$ cat config.mk
export PLATFORM = sky130hd
export DESIGN_NAME = irq_msg_redirect
export DESIGN_NICKNAME = d
export VERILOG_FILES = /design/src/rtl/irq_msg_pkg.sv /design/src/rtl/irq_msg_datapath.sv /design/src/rtl/irq_msg_control.sv /design/src/rtl/irq_msg_redirect.sv
export SDC_FILE = /design/constraint.sdc
export NUM_CORES = 1
export LEC_CHECK = 0
export BUFFER_PORTS_ARGS = -buffer_cell sky130_fd_sc_hd__buf_2
export CORE_ASPECT_RATIO = 0.5
export CORE_UTILIZATION = 45
export DETAILED_ROUTE_END_ITERATION = 12
export GPL_ROUTABILITY_DRIVEN = 0
export GPL_TIMING_DRIVEN = 0
export SYNTH_ARGS = -nofsm -noshare
export SYNTH_HDL_FRONTEND = slang
export SYNTH_HIERARCHICAL = 1
export SYNTH_SLANG_ARGS = --single-unit
$ cat constraint.sdc
create_clock -name clk -period 7.1 [get_ports clk]
set_input_delay 0.355 -clock clk [delete_from_list [all_inputs] [get_ports clk]]
set_output_delay 0.355 -clock clk [all_outputs]
set_load 0.1 [all_outputs]
$ cat src/rtl/irq_msg_pkg.sv
package irq_msg_pkg;
  localparam logic [7:0] SEL_OFF = 8'h00;
  localparam logic [7:0] WIN_OFF = 8'h10;
  localparam logic [7:0] EOI_OFF = 8'h40;
  localparam logic [7:0] ID_IDX = 8'h01;
  localparam logic [7:0] ENTRY_BASE = 8'h10;
  localparam int MASK_BIT = 16;
  localparam int LEVEL_BIT = 15;
  localparam int POL_BIT = 13;

  typedef struct packed {
    logic selWr;
    logic winWr;
    logic capture;
  } ctrlStrobes_t;
endpackage

$ cat src/rtl/irq_msg_datapath.sv
module irq_msg_datapath
  import irq_msg_pkg::*;
#(
  parameter int NUM_LINES = 8,
  parameter int VEC_W = 8,
  parameter logic [7:0] VERSION = 8'h21,
  localparam int LINE_W = $clog2(NUM_LINES)
) (
  input  logic                       clk,
  input  logic                       rstN,
  input  ctrlStrobes_t               strobes,
  input  logic [LINE_W-1:0]          grantLine,
  input  logic [31:0]                wrData,
  input  logic [NUM_LINES-1:0]       irqIn,
  output logic [NUM_LINES-1:0]       lineActive,
  output logic [NUM_LINES-1:0]       lineMasked,
  output logic [NUM_LINES-1:0]       lineLevel,
  output logic [NUM_LINES*VEC_W-1:0] lineVec,
  output logic [31:0]                rdData,
  output logic [31:0]                msgAddr,
  output logic [31:0]                msgData
);
  localparam int ENTRY_END = 32'(ENTRY_BASE) + 2 * NUM_LINES;

  logic [7:0]           selReg;
  logic [NUM_LINES-1:0] maskReg, levelReg, polReg;
  logic [VEC_W-1:0]     vecReg  [NUM_LINES];
  logic [15:0]          destReg [NUM_LINES];
  logic [NUM_LINES-1:0] sync1, sync2;

  logic [7:0]        idxOff;
  logic [LINE_W-1:0] entryIdx;
  logic              hiSel, winIsEntry;
  logic              unusedBits;

  assign idxOff     = selReg - ENTRY_BASE;
  assign entryIdx   = idxOff[LINE_W:1];
  assign hiSel      = idxOff[0];
  assign winIsEntry = (32'(selReg) >= 32'(ENTRY_BASE)) && (32'(selReg) < ENTRY_END);
  assign unusedBits = ^{idxOff[7:LINE_W+1], wrData[14], wrData[12:VEC_W]};

  // Two-flop synchronizer followed by polarity correction
  always_ff @(posedge clk) begin
    if (!rstN) begin
      sync1 <= '0;
      sync2 <= '0;
    end else begin
      sync1 <= irqIn;
      sync2 <= sync1;
    end
  end

  assign lineActive = sync2 ^ polReg;
  assign lineMasked = maskReg;
  assign lineLevel  = levelReg;

  for (genvar g = 0; g < NUM_LINES; g++) begin : g_vecFlat
    assign lineVec[g*VEC_W +: VEC_W] = vecReg[g];
  end

  // Redirection entries and select register
  always_ff @(posedge clk) begin
    if (!rstN) begin
      selReg   <= '0;
      maskReg  <= '1;
      levelReg <= '0;
      polReg   <= '0;
      for (int i = 0; i < NUM_LINES; i++) begin
        vecReg[i]  <= '0;
        destReg[i] <= '0;
      end
    end else begin
      if (strobes.selWr) selReg <= wrData[7:0];
      if (strobes.winWr && winIsEntry) begin
        if (hiSel) begin
          destReg[entryIdx] <= wrData[31:16];
        end else begin
          maskReg[entryIdx]  <= wrData[MASK_BIT];
          levelReg[entryIdx] <= wrData[LEVEL_BIT];
          polReg[entryIdx]   <= wrData[POL_BIT];
          vecReg[entryIdx]   <= wrData[VEC_W-1:0];
        end
      end
    end
  end

  // Window read view
  always_comb begin
    rdData = '0;
    if (selReg == ID_IDX) begin
      rdData[7:0]   = VERSION;
      rdData[23:16] = 8'(NUM_LINES - 1);
    end else if (winIsEntry) begin
      if (hiSel) begin
        rdData[31:16] = destReg[entryIdx];
      end else begin
        rdData[MASK_BIT]   = maskReg[entryIdx];
        rdData[LEVEL_BIT]  = levelReg[entryIdx];
        rdData[POL_BIT]    = polReg[entryIdx];
        rdData[VEC_W-1:0]  = vecReg[entryIdx];
      end
    end
  end

  // Outbound message latch
  always_ff @(posedge clk) begin
    if (!rstN) begin
      msgAddr <= '0;
      msgData <= '0;
    end else if (strobes.capture) begin
      msgAddr <= {destReg[grantLine], 16'h0000};
      msgData <= 32'(vecReg[grantLine]);
    end
  end

  AST_MASKED_NO_SEND: assert property (@(posedge clk) disable iff (!rstN)
    strobes.capture |-> !maskReg[grantLine]);
endmodule

$ cat src/rtl/irq_msg_control.sv
module irq_msg_control
  import irq_msg_pkg::*;
#(
  parameter int NUM_LINES = 8,
  parameter int VEC_W = 8,
  localparam int LINE_W = $clog2(NUM_LINES)
) (
  input  logic                       clk,
  input  logic                       rstN,
  input  logic                       hostWrEn,
  input  logic [7:0]                 hostAddr,
  input  logic [VEC_W-1:0]           eoiData,
  input  logic [NUM_LINES-1:0]       lineActive,
  input  logic [NUM_LINES-1:0]       lineMasked,
  input  logic [NUM_LINES-1:0]       lineLevel,
  input  logic [NUM_LINES*VEC_W-1:0] lineVec,
  input  logic                       msgReady,
  output ctrlStrobes_t               strobes,
  output logic [LINE_W-1:0]          grantLine,
  output logic                       msgValid
);
  logic                 eoiWr, anyReady;
  logic [NUM_LINES-1:0] prevActive, edgePend, inService;
  logic [NUM_LINES-1:0] riseVec, readyVec, grantMask, eoiClr;

  assign strobes.selWr = hostWrEn && (hostAddr == SEL_OFF);
  assign strobes.winWr = hostWrEn && (hostAddr == WIN_OFF);
  assign eoiWr         = hostWrEn && (hostAddr == EOI_OFF);

  assign riseVec  = lineActive & ~prevActive;
  assign readyVec = ~lineMasked &
                    ((lineLevel & lineActive & ~inService) | (~lineLevel & edgePend));
  assign anyReady = |readyVec;

  // Lowest-numbered ready line wins
  always_comb begin
    grantLine = '0;
    for (int i = NUM_LINES - 1; i >= 0; i--) begin
      if (readyVec[i]) grantLine = LINE_W'(i);
    end
  end

  assign strobes.capture = anyReady && !msgValid;
  assign grantMask = strobes.capture ? (NUM_LINES'(1) << grantLine) : '0;

  for (genvar g = 0; g < NUM_LINES; g++) begin : g_eoi
    assign eoiClr[g] = eoiWr && lineLevel[g] && (lineVec[g*VEC_W +: VEC_W] == eoiData);
  end

  always_ff @(posedge clk) begin
    if (!rstN) begin
      prevActive <= '0;
      edgePend   <= '0;
      inService  <= '0;
      msgValid   <= 1'b0;
    end else begin
      prevActive <= lineActive;
      edgePend   <= ((edgePend & ~grantMask) | (riseVec & ~lineMasked & ~lineLevel))
                    & ~(lineMasked | lineLevel);
      inService  <= (inService & ~eoiClr) | (grantMask & lineLevel);
      if (strobes.capture) msgValid <= 1'b1;
      else if (msgReady)   msgValid <= 1'b0;
    end
  end

  AST_LEVEL_QUIET: assert property (@(posedge clk) disable iff (!rstN)
    strobes.capture |-> !inService[grantLine]);
  AST_VALID_DROPS: assert property (@(posedge clk) disable iff (!rstN)
    msgValid && msgReady |=> !msgValid);
endmodule

$ cat src/rtl/irq_msg_redirect.sv
module irq_msg_redirect
  import irq_msg_pkg::*;
#(
  parameter int NUM_LINES = 8,
  parameter int VEC_W = 8,
  parameter logic [7:0] VERSION = 8'h21,
  localparam int LINE_W = $clog2(NUM_LINES)
) (
  input  logic                 clk,
  input  logic                 rstN,
  input  logic                 hostWrEn,
  input  logic [7:0]           hostAddr,
  input  logic [31:0]          hostWrData,
  output logic [31:0]          hostRdData,
  input  logic [NUM_LINES-1:0] irqIn,
  output logic                 msgValid,
  input  logic                 msgReady,
  output logic [31:0]          msgAddr,
  output logic [31:0]          msgData
);
  ctrlStrobes_t               strobes;
  logic [LINE_W-1:0]          grantLine;
  logic [NUM_LINES-1:0]       lineActive, lineMasked, lineLevel;
  logic [NUM_LINES*VEC_W-1:0] lineVec;

  irq_msg_datapath #(.NUM_LINES(NUM_LINES), .VEC_W(VEC_W), .VERSION(VERSION)) dp_i (
    .clk(clk), .rstN(rstN), .strobes(strobes), .grantLine(grantLine),
    .wrData(hostWrData), .irqIn(irqIn), .lineActive(lineActive),
    .lineMasked(lineMasked), .lineLevel(lineLevel), .lineVec(lineVec),
    .rdData(hostRdData), .msgAddr(msgAddr), .msgData(msgData)
  );

  irq_msg_control #(.NUM_LINES(NUM_LINES), .VEC_W(VEC_W)) ctl_i (
    .clk(clk), .rstN(rstN), .hostWrEn(hostWrEn), .hostAddr(hostAddr),
    .eoiData(hostWrData[VEC_W-1:0]), .lineActive(lineActive),
    .lineMasked(lineMasked), .lineLevel(lineLevel), .lineVec(lineVec),
    .msgReady(msgReady), .strobes(strobes), .grantLine(grantLine),
    .msgValid(msgValid)
  );

  AST_HOLD_MSG: assert property (@(posedge clk) disable iff (!rstN)
    msgValid && !msgReady |=> msgValid && $stable(msgAddr) && $stable(msgData));
endmodule

; Word-level counts from Yosys, hierarchy flattened
; Memory sizes are Yosys's and may differ from the RTL's. A register that Yosys moved wholly into a read port is not among the register bits.
; Index checks and enable logic that the tools add are counted.
[totals]
reg_bits = 73
ram_bits = 192
in_bits = 52
output_inout_bits = 97
word_cells = 135
n_memories = 2
[op_classes]
n_addsub = 1
order_cmp = 4
n_eq_ne = 11
n_shift = 1
mux = 50
bitwise = 24
n_reduce_logical = 32
[memory_table]
columns = memory, depth, width, read_ports, rd_clocked_by_memory_dff, write_ports, line_no
row1 = dp_i.destReg, 8, 16, 2, 1, 8, irq_msg_datapath.sv:28  ; logic [15:0] destReg [NUM_LINES];
row2 = dp_i.vecReg, 8, 8, 10, 1, 8, irq_msg_datapath.sv:27  ; logic [VEC_W-1:0] vecReg [NUM_LINES];
[op_table]
columns = op, n
row1 = AND 8 bit, 11
row2 = == test 8 bit, 8
row3 = two-way mux 8 bit, 7
row4 = NOT 8 bit, 7
row5 = bitwise OR 8 bit, 4
row6 = two-way mux 3 bit, 10
row7 = bitwise mux 8 bit, 3
row8 = logical AND 1 bit, 23
row9 = two-way mux 1 bit, 23
row10 = two-way mux 17 bit, 1
row11 = two-way mux 16 bit, 1
row12 = OR reduction 16 bit, 1
row13 = OR reduction 8 bit, 2
row14 = two-way mux 15 bit, 1
row15 = binary-select mux 1 bit (select 3 bit), 3
row16 = "== test 8 x 1 -> 1 bit, second input constant", 1
row17 = "== test 8 x 5 -> 1 bit, second input constant", 1
row18 = "== test 8 x 7 -> 1 bit, second input constant", 1
row19 = ">= comparator 8 x 5 -> 1 bit, second input constant", 1
row20 = zero test 8 bit, 1
row21 = "less-than comparator 8 x 6 -> 1 bit, second input constant", 1
row22 = "<< shifter 1 x 3 -> 8 bit, first input constant", 1
row23 = bitwise XOR 8 bit, 1
row24 = "less-than comparator 3 x 4 -> 1 bit, second input constant", 1
row25 = 7 further kinds, 9

; Depth between registers and ports, before layout
[depth]
word_depth = 19
ltp_mapped = 11

; By module
; Netlist, hierarchy kept.
[by_module_without_submodules]
columns = mod, n_inst, cells_per_inst, area_per_inst_um2, seq_area_each_um2
row1 = irq_msg_datapath, 1, 959, 13412.9, 7267.0
row2 = irq_msg_control, 1, 246, 2059.5, 500.5

; Worst setup path before layout
; Ideal clock, no wire load.
[synth_timing]
path_type = flip-flop to output port
start = register dp_i.selReg[5]
end = output hostRdData[0]
arrival_ps = 3297
required_time_ps = 6745
path_slack_ps = 3448
path_stages_with_launch = 6
n_path_buf = 2
cell_sequence = dfxtp_1 > nor3b_4 > buf_4 > nand2_1 > clkbuf_1 > o21ai_0
[synth_between]
elab_chain_len = 4
elab_cells_between_ends = 6
classes_between = 2 x order compare / 1 x eq/ne / 2 x mux / 1 x reduce/logical
[synth_lines]
columns = element, line_no
row1 = start: declaration, irq_msg_datapath.sv:25  ; logic [7:0] selReg;
row2 = start signal: assignment, irq_msg_datapath.sv:73  ; if (strobes.selWr) selReg <= wrData[7:0];
row3 = >= comparator 8 x 5 -> 1 bit / less-than comparator 8 x 6 -> 1 bit (equally long branches), irq_msg_datapath.sv:39  ; assign winIsEntry = (32'(selReg) >= 32'(ENTRY_BASE)) && (32'(selReg) < ENTRY_END);
row4 = logical AND 1 bit, irq_msg_datapath.sv:39
row5 = two-way mux 8 bit, irq_msg_datapath.sv:93  ; end else if (winIsEntry) begin
row6 = two-way mux 8 bit *, irq_msg_datapath.sv:90  ; if (selReg == ID_IDX) begin
row7 = end: declaration, irq_msg_redirect.sv:14  ; output logic [31:0] hostRdData,
; Mark *: on every way between the ends. The rest lies on a longest branch, timed or not.

; Worst setup path after layout
[layout_timing]
start = register dp_i.polReg[4]
end = register dp_i.msgData[3] (read register of dp_i.vecReg)
[layout_between]
elab_chain_len = 10
elab_cells_between_ends = 12
classes_between = 5 x mux / 5 x bitwise / 2 x reduce/logical
[layout_lines]
columns = element, line_no
row1 = start: declaration, irq_msg_datapath.sv:26  ; logic [NUM_LINES-1:0] maskReg, levelReg, polReg;
row2 = start signal: indexed assignment, irq_msg_datapath.sv:80  ; polReg[entryIdx] <= wrData[POL_BIT];
row3 = bitwise XOR 8 bit, irq_msg_datapath.sv:53  ; assign lineActive = sync2 ^ polReg;
row4 = net lineActive[4], irq_msg_redirect.sv:23  ; logic [NUM_LINES-1:0] lineActive, lineMasked, lineLevel;
row5 = AND 8 bit (2 in series), irq_msg_control.sv:32  ; ((lineLevel & lineActive & ~inService) | (~lineLevel & edgePend));
row6 = bitwise OR 8 bit, irq_msg_control.sv:32
row7 = AND 8 bit, irq_msg_control.sv:31  ; assign readyVec = ~lineMasked &
row8 = two-way mux 3 bit (5 in series), irq_msg_control.sv:39  ; if (readyVec[i]) grantLine = LINE_W'(i);
row9 = net grantLine[2], irq_msg_redirect.sv:22  ; logic [LINE_W-1:0] grantLine;
row10 = end: declaration, irq_msg_datapath.sv:21  ; output logic [31:0] msgData
; The timed path passes the listed nets, and every way through them passes these cells.
; A chain may end at the register's enable or synchronous reset.

==> report_table.html <==
<table>
<tr><th>Metric</th><th>Value</th></tr>
<tr><th colspan="2">Yosys</th></tr>
<tr><td>Unique masters post-synth</td><td>63</td></tr>
<tr><td>Proportion of synthesized flip-flops having asynchronous set or reset</td><td>0%</td></tr>
<tr><td>Count of flip-flops with a built-in enable after synthesis</td><td>192</td></tr>
<tr><td>#FFs+latches synth</td><td>292</td></tr>
<tr><td>Sequential share of the synthesized area</td><td>50.2%</td></tr>
<tr><td>Leading register cell type out of synthesis</td><td>sky130_fd_sc_hd__edfxtp_1</td></tr>
<tr><td>Number of warnings printed during yosys synthesis</td><td>6</td></tr>
<tr><td>Synthesized instance count</td><td>1205</td></tr>
<tr><td>Mean area per synthesized cell</td><td>12.8 sq um</td></tr>
<tr><td>Cell area after synthesis</td><td>15500 sq um</td></tr>
<tr><th colspan="2">Cells and area</th></tr>
<tr><td>Final Util</td><td>53.3%</td></tr>
<tr><td>Net total in the final layout</td><td>1439</td></tr>
<tr><td>Share of post-route cells with drive strength above 1</td><td>26.6%</td></tr>
<tr><td>Final cell count without fillers</td><td>1850</td></tr>
<tr><td>Layout overhead on the synthesized area</td><td>15.2%</td></tr>
<tr><th colspan="2">Power</th></tr>
<tr><td>VDD IR-drop max</td><td>0.000173 V</td></tr>
<tr><td>Share of power burned in registers</td><td>50.0%</td></tr>
<tr><td>Power dissipated by switching net loads</td><td>921 uW</td></tr>
<tr><td>Overall power after layout</td><td>3.76 mW</td></tr>
<tr><td>Leakage dissipation</td><td>6.75 nW</td></tr>
<tr><td>Combinational power share</td><td>8.4%</td></tr>
<tr><td>Power share of the clock group</td><td>41.6%</td></tr>
<tr><td>Power density relative to cell area</td><td>211 nW/um^2</td></tr>
<tr><td>Proportion of total power due to net switching</td><td>24.5%</td></tr>
<tr><td>Pint</td><td>2.83 mW</td></tr>
<tr><th colspan="2">Clocking</th></tr>
<tr><td>Buffers inserted during post-CTS setup optimization</td><td>0</td></tr>
<tr><td>Number of sinks driven by the clock tree</td><td>292</td></tr>
<tr><td>Clock-pin transition on the worst setup and hold timing paths</td><td>0.06 ns</td></tr>
<tr><td>Deepest level of the CTS H-tree</td><td>1</td></tr>
<tr><td>Clk_lat worst skew</td><td>0.58 ns</td></tr>
<tr><td>Clock tree from TritonCTS</td><td>done</td></tr>
<tr><td>CTS Buf Count</td><td>28</td></tr>
<tr><td>CTS Root Cell</td><td>sky130_fd_sc_hd__clkbuf_16</td></tr>
<tr><td>Buffer levels on the longest clock path</td><td>3</td></tr>
<tr><th colspan="2">Timing</th></tr>
<tr><td>Slew Viols, Final</td><td>0</td></tr>
<tr><td>Final Hold Fails</td><td>0</td></tr>
<tr><td>Ratio of final minimum period to clock period</td><td>58.0%</td></tr>
<tr><td>Worst Clk Skew</td><td>0.0209 ns</td></tr>
<tr><td>Period minus WS final</td><td>4.12 ns</td></tr>
<tr><td>Setup tns final</td><td>0 ns</td></tr>
<tr><td>Final number of setup-violating endpoints</td><td>0</td></tr>
<tr><td>Setup repair after global routing missed its margin</td><td>false</td></tr>
<tr><td>Slew at the pin closest to its max-slew limit</td><td>1.27 ns</td></tr>
<tr><td>Normalized max-slew margin</td><td>15.5%</td></tr>
<tr><td>Achievable Freq</td><td>243 MHz</td></tr>
<tr><td>Worst hold slack after final layout</td><td>0.0141 ns</td></tr>
<tr><th colspan="2">Global route</th></tr>
<tr><td>All-layer global routing usage</td><td>27.5%</td></tr>
<tr><td>GRT Residual Overflow</td><td>0</td></tr>
<tr><td>Pin count of the biggest net entering global routing</td><td>17</td></tr>
<tr><td>Antenna violations before repair</td><td>1</td></tr>
<tr><td>Via count of the first global-routing pass</td><td>10554</td></tr>
<tr><td>Global-route wire length before repair</td><td>70200 um</td></tr>
<tr><th colspan="2">Route</th></tr>
<tr><td>Remaining antenna violation count after routing</td><td>0</td></tr>
<tr><td>Total wire length after detailed routing</td><td>48000 um</td></tr>
<tr><td># DRC</td><td>0</td></tr>
<tr><td>Pre-Repair DR Iteration Count</td><td>5</td></tr>
<tr><td>Detailed router's first-iteration violation count</td><td>1109</td></tr>
<tr><td>Vias per cell</td><td>5.84</td></tr>
<tr><td>Via count of the routed design</td><td>10798</td></tr>
<tr><td>Average wire length per cell after detail routing</td><td>26.0 um</td></tr>
<tr><th colspan="2">Floorplanning</th></tr>
<tr><td>DIE WIDTH</td><td>264 um</td></tr>
<tr><td>Initial Util</td><td>46.2%</td></tr>
<tr><td>Core Box Area</td><td>33500 sq um</td></tr>
<tr><td>Die height</td><td>133 um</td></tr>
<tr><td>Die area</td><td>35200 sq um</td></tr>
<tr><td>Row Count</td><td>47</td></tr>
<tr><td>I/O pin cnt</td><td>149</td></tr>
<tr><th colspan="2">Critical path</th></tr>
<tr><td>Destination of the worst register-to-register timing path</td><td>dp_i/msgData[3]</td></tr>
<tr><td>Depth of the worst register-to-register path</td><td>10</td></tr>
<tr><td>Critical setup path kind</td><td>flip-flop to flip-flop</td></tr>
<tr><td>Largest fanout on the critical path</td><td>10</td></tr>
<tr><td>Worst reg2reg path startpoint</td><td>dp_i/polReg[4]</td></tr>
<tr><td>Data required time of the critical path</td><td>7.52 ns</td></tr>
<tr><td>WP data arrival</td><td>4.54 ns</td></tr>
<tr><td>R2R setup slack</td><td>2.98 ns</td></tr>
<tr><td>Critical path launch point type</td><td>flip-flop</td></tr>
<tr><td>Capturing element type of the critical path</td><td>flip-flop</td></tr>
<tr><th colspan="2">Run</th></tr>
<tr><td>MaxCap Viol Count</td><td>0</td></tr>
<tr><th colspan="2">Status</th></tr>
<tr><td>Outcome</td><td>completed</td></tr>
<tr><th colspan="2">Placement</th></tr>
<tr><td>Dpl hpwl</td><td>33400 um</td></tr>
<tr><td>Cell total after placement</td><td>1791</td></tr>
<tr><td>Port bufs</td><td>94</td></tr>
<tr><th colspan="2">Min path</th></tr>
<tr><td>Depth of the worst hold-timing path</td><td>2</td></tr>
<tr><td>Min-Delay Startpoint</td><td>irqIn[3]</td></tr>
<tr><td>WHS Endpoint</td><td>dp_i/sync1[3]</td></tr>
<tr><td>Min-Delay Path Class</td><td>input pin to flip-flop</td></tr>
</table>
## cell usage in the layout, fill, tap and decap left out, types with 4 or more instances in the layout
master	instances
sky130_fd_sc_hd__clkinv_2	4
sky130_fd_sc_hd__inv_1	5
sky130_fd_sc_hd__nand2_1	38
sky130_fd_sc_hd__mux4_2	98
sky130_fd_sc_hd__o21ai_2	6
sky130_fd_sc_hd__nor2_2	12
sky130_fd_sc_hd__edfxtp_1	192
sky130_fd_sc_hd__nand2b_1	11
sky130_fd_sc_hd__nor3_4	4
sky130_fd_sc_hd__nor2b_1	30
sky130_fd_sc_hd__buf_2	122
sky130_fd_sc_hd__a31oi_1	5
sky130_fd_sc_hd__nor3_1	6
sky130_fd_sc_hd__a31o_2	5
sky130_fd_sc_hd__a21oi_1	37
sky130_fd_sc_hd__mux2i_1	80
sky130_fd_sc_hd__nor4_1	14
sky130_fd_sc_hd__clkbuf_16	29
sky130_fd_sc_hd__and2_1	218
sky130_fd_sc_hd__nor3b_1	4
sky130_fd_sc_hd__nand4_4	4
sky130_fd_sc_hd__o21ai_0	36
sky130_fd_sc_hd__dlygate4sd3_1	7
sky130_fd_sc_hd__conb_1	46
sky130_fd_sc_hd__xnor2_1	28
sky130_fd_sc_hd__clkbuf_8	7
sky130_fd_sc_hd__nand3_1	13
sky130_fd_sc_hd__nand3b_1	5
sky130_fd_sc_hd__buf_8	4
sky130_fd_sc_hd__nand4_1	11
sky130_fd_sc_hd__nor2_1	33
sky130_fd_sc_hd__buf_4	55
sky130_fd_sc_hd__clkbuf_1	37
sky130_fd_sc_hd__dfxtp_1	100
sky130_fd_sc_hd__xor2_1	44
## routing by layer
layer / wire length, um / track usage, % / vias to the layer above / part of all wire (%)
met2: 21900 / 43.6 / 555 / 46
met5: 0 / 0 / - / 0
met1: 20100 / 38.4 / 5420 / 42
met3: 4340 / 5.18 / 95 / 9.0
met4: 1700 / 9.21 / 0 / 3.5
li1: - / - / 4728 / -
## registers in the layout (all words and copies together), names as in the netlist, 8 cells and up, named ones only
register / flops
dp_i/destReg: 128
dp_i/vecReg: 64
dp_i/msgAddr: 16
ctl_i/edgePend: 8
ctl_i/inService: 8
ctl_i/prevActive: 8
dp_i/lineLevel: 8
dp_i/lineMasked: 8
dp_i/msgData: 8
dp_i/polReg: 8
dp_i/selReg: 8
dp_i/sync1: 8
dp_i/sync2: 8
## per-stage QoR
stage	setup slack (ns)	area (sq um)
after floorplan	3.45	15600
final	2.98	17800
after CTS	3.09	17800
after global placement	2.12	16700
after global routing	2.80	17800
after detailed placement	3.11	16800
## worst max-delay path: stages (launching register included)
cell	delay (ns)
sky130_fd_sc_hd__dfxtp_1	0.38
sky130_fd_sc_hd__xor2_1	0.34
sky130_fd_sc_hd__nand3b_1	0.15
sky130_fd_sc_hd__a21oi_1	0.38
sky130_fd_sc_hd__nor4_1	0.17
sky130_fd_sc_hd__nor3_1	0.47
sky130_fd_sc_hd__clkbuf_1	0.66
sky130_fd_sc_hd__buf_2	0.52
sky130_fd_sc_hd__mux4_2	0.38
sky130_fd_sc_hd__mux2i_1	0.38
sky130_fd_sc_hd__a21oi_1	0.13
## area by class of cell
cell class | instances | area, sq um
plain buffers | 120 | 696
repair buffers | 107 | 656
multi-input cells | 833 | 7180
fillers | 2837 | 15600
well taps | 441 | 552
inverters | 5 | 18.8
clock buffers | 42 | 845
diodes | 1 | 2.50
clock inverters | 9 | 104
flip-flops and latches | 292 | 7770
## worst max-delay path by stage
stage,slack [ns],startpoint,to
3_5_place_dp,3.11,dp_i/polReg[4],dp_i/msgData[3]
5_1_grt,2.80,dp_i/polReg[4],dp_i/msgData[3]
6_report,2.98,dp_i/polReg[4],dp_i/msgData[3]
4_1_cts,3.09,dp_i/polReg[4],dp_i/msgData[3]
2_1_floorplan,3.45,dp_i/selReg[5],hostRdData[0]
3_3_place_gp,2.12,hostAddr[2],dp_i/destReg[1][11]
## power groups by stage
stage | clock [mW] | sequential (mW) | combinational (mW)
2_1_floorplan | 0 | 1.90 | 0.228
3_3_place_gp | 0 | 1.91 | 0.298
3_5_place_dp | 0 | 1.91 | 0.309
4_1_cts | 1.58 | 1.88 | 0.313
5_1_grt | 1.65 | 1.88 | 0.329
6_report | 1.56 | 1.88 | 0.316
## synth_stat cells, types with 4 or more instances
cell | n | area share (%)
sky130_fd_sc_hd__mux4_2 | 98 | 14
sky130_fd_sc_hd__and2_1 | 218 | 8.8
sky130_fd_sc_hd__buf_2 | 28 | 0.91
sky130_fd_sc_hd__nor3_4 | 4 | 0.42
sky130_fd_sc_hd__nor2_2 | 12 | 0.49
sky130_fd_sc_hd__clkbuf_1 | 31 | 0.75
sky130_fd_sc_hd__nor3_1 | 6 | 0.19
sky130_fd_sc_hd__o21ai_0 | 42 | 1.4
sky130_fd_sc_hd__edfxtp_1 | 192 | 37
sky130_fd_sc_hd__a31o_2 | 5 | 0.28
sky130_fd_sc_hd__mux2i_1 | 80 | 5.2
sky130_fd_sc_hd__nor2_1 | 33 | 0.80
sky130_fd_sc_hd__nand4_1 | 11 | 0.44
sky130_fd_sc_hd__xnor2_1 | 28 | 1.6
sky130_fd_sc_hd__nand3b_1 | 5 | 0.24
sky130_fd_sc_hd__nand4_4 | 4 | 0.55
sky130_fd_sc_hd__nand3_1 | 13 | 0.42
sky130_fd_sc_hd__dfxtp_1 | 100 | 13
sky130_fd_sc_hd__nor2b_1 | 30 | 1.2
sky130_fd_sc_hd__xor2_1 | 44 | 2.5
sky130_fd_sc_hd__a31oi_1 | 5 | 0.20
sky130_fd_sc_hd__nand2b_1 | 11 | 0.44
sky130_fd_sc_hd__nor3b_1 | 4 | 0.19
sky130_fd_sc_hd__a21oi_1 | 37 | 1.2
sky130_fd_sc_hd__nor4_1 | 14 | 0.57
sky130_fd_sc_hd__nand2_1 | 38 | 0.92
sky130_fd_sc_hd__inv_1 | 5 | 0.12
sky130_fd_sc_hd__buf_4 | 55 | 2.7
## kinds of logic after synthesis
logic type      after synthesis  share of synthesized area (%)
compound gates              114                           4.46
mux                         181                           19.7
flops                       292                           50.2
xor+xnor                     72                           4.08
simple gates                420                           17.0
buf+inv                     125                           4.62
other cells                   1                         0.0242
## repair_timing
action                                 4_1_cts  5_1_grt
hold buffers                                 7        0
endpoints found under the hold margin        7        0
resized for setup                            0        0
Power figures use the tool's default switching activity.
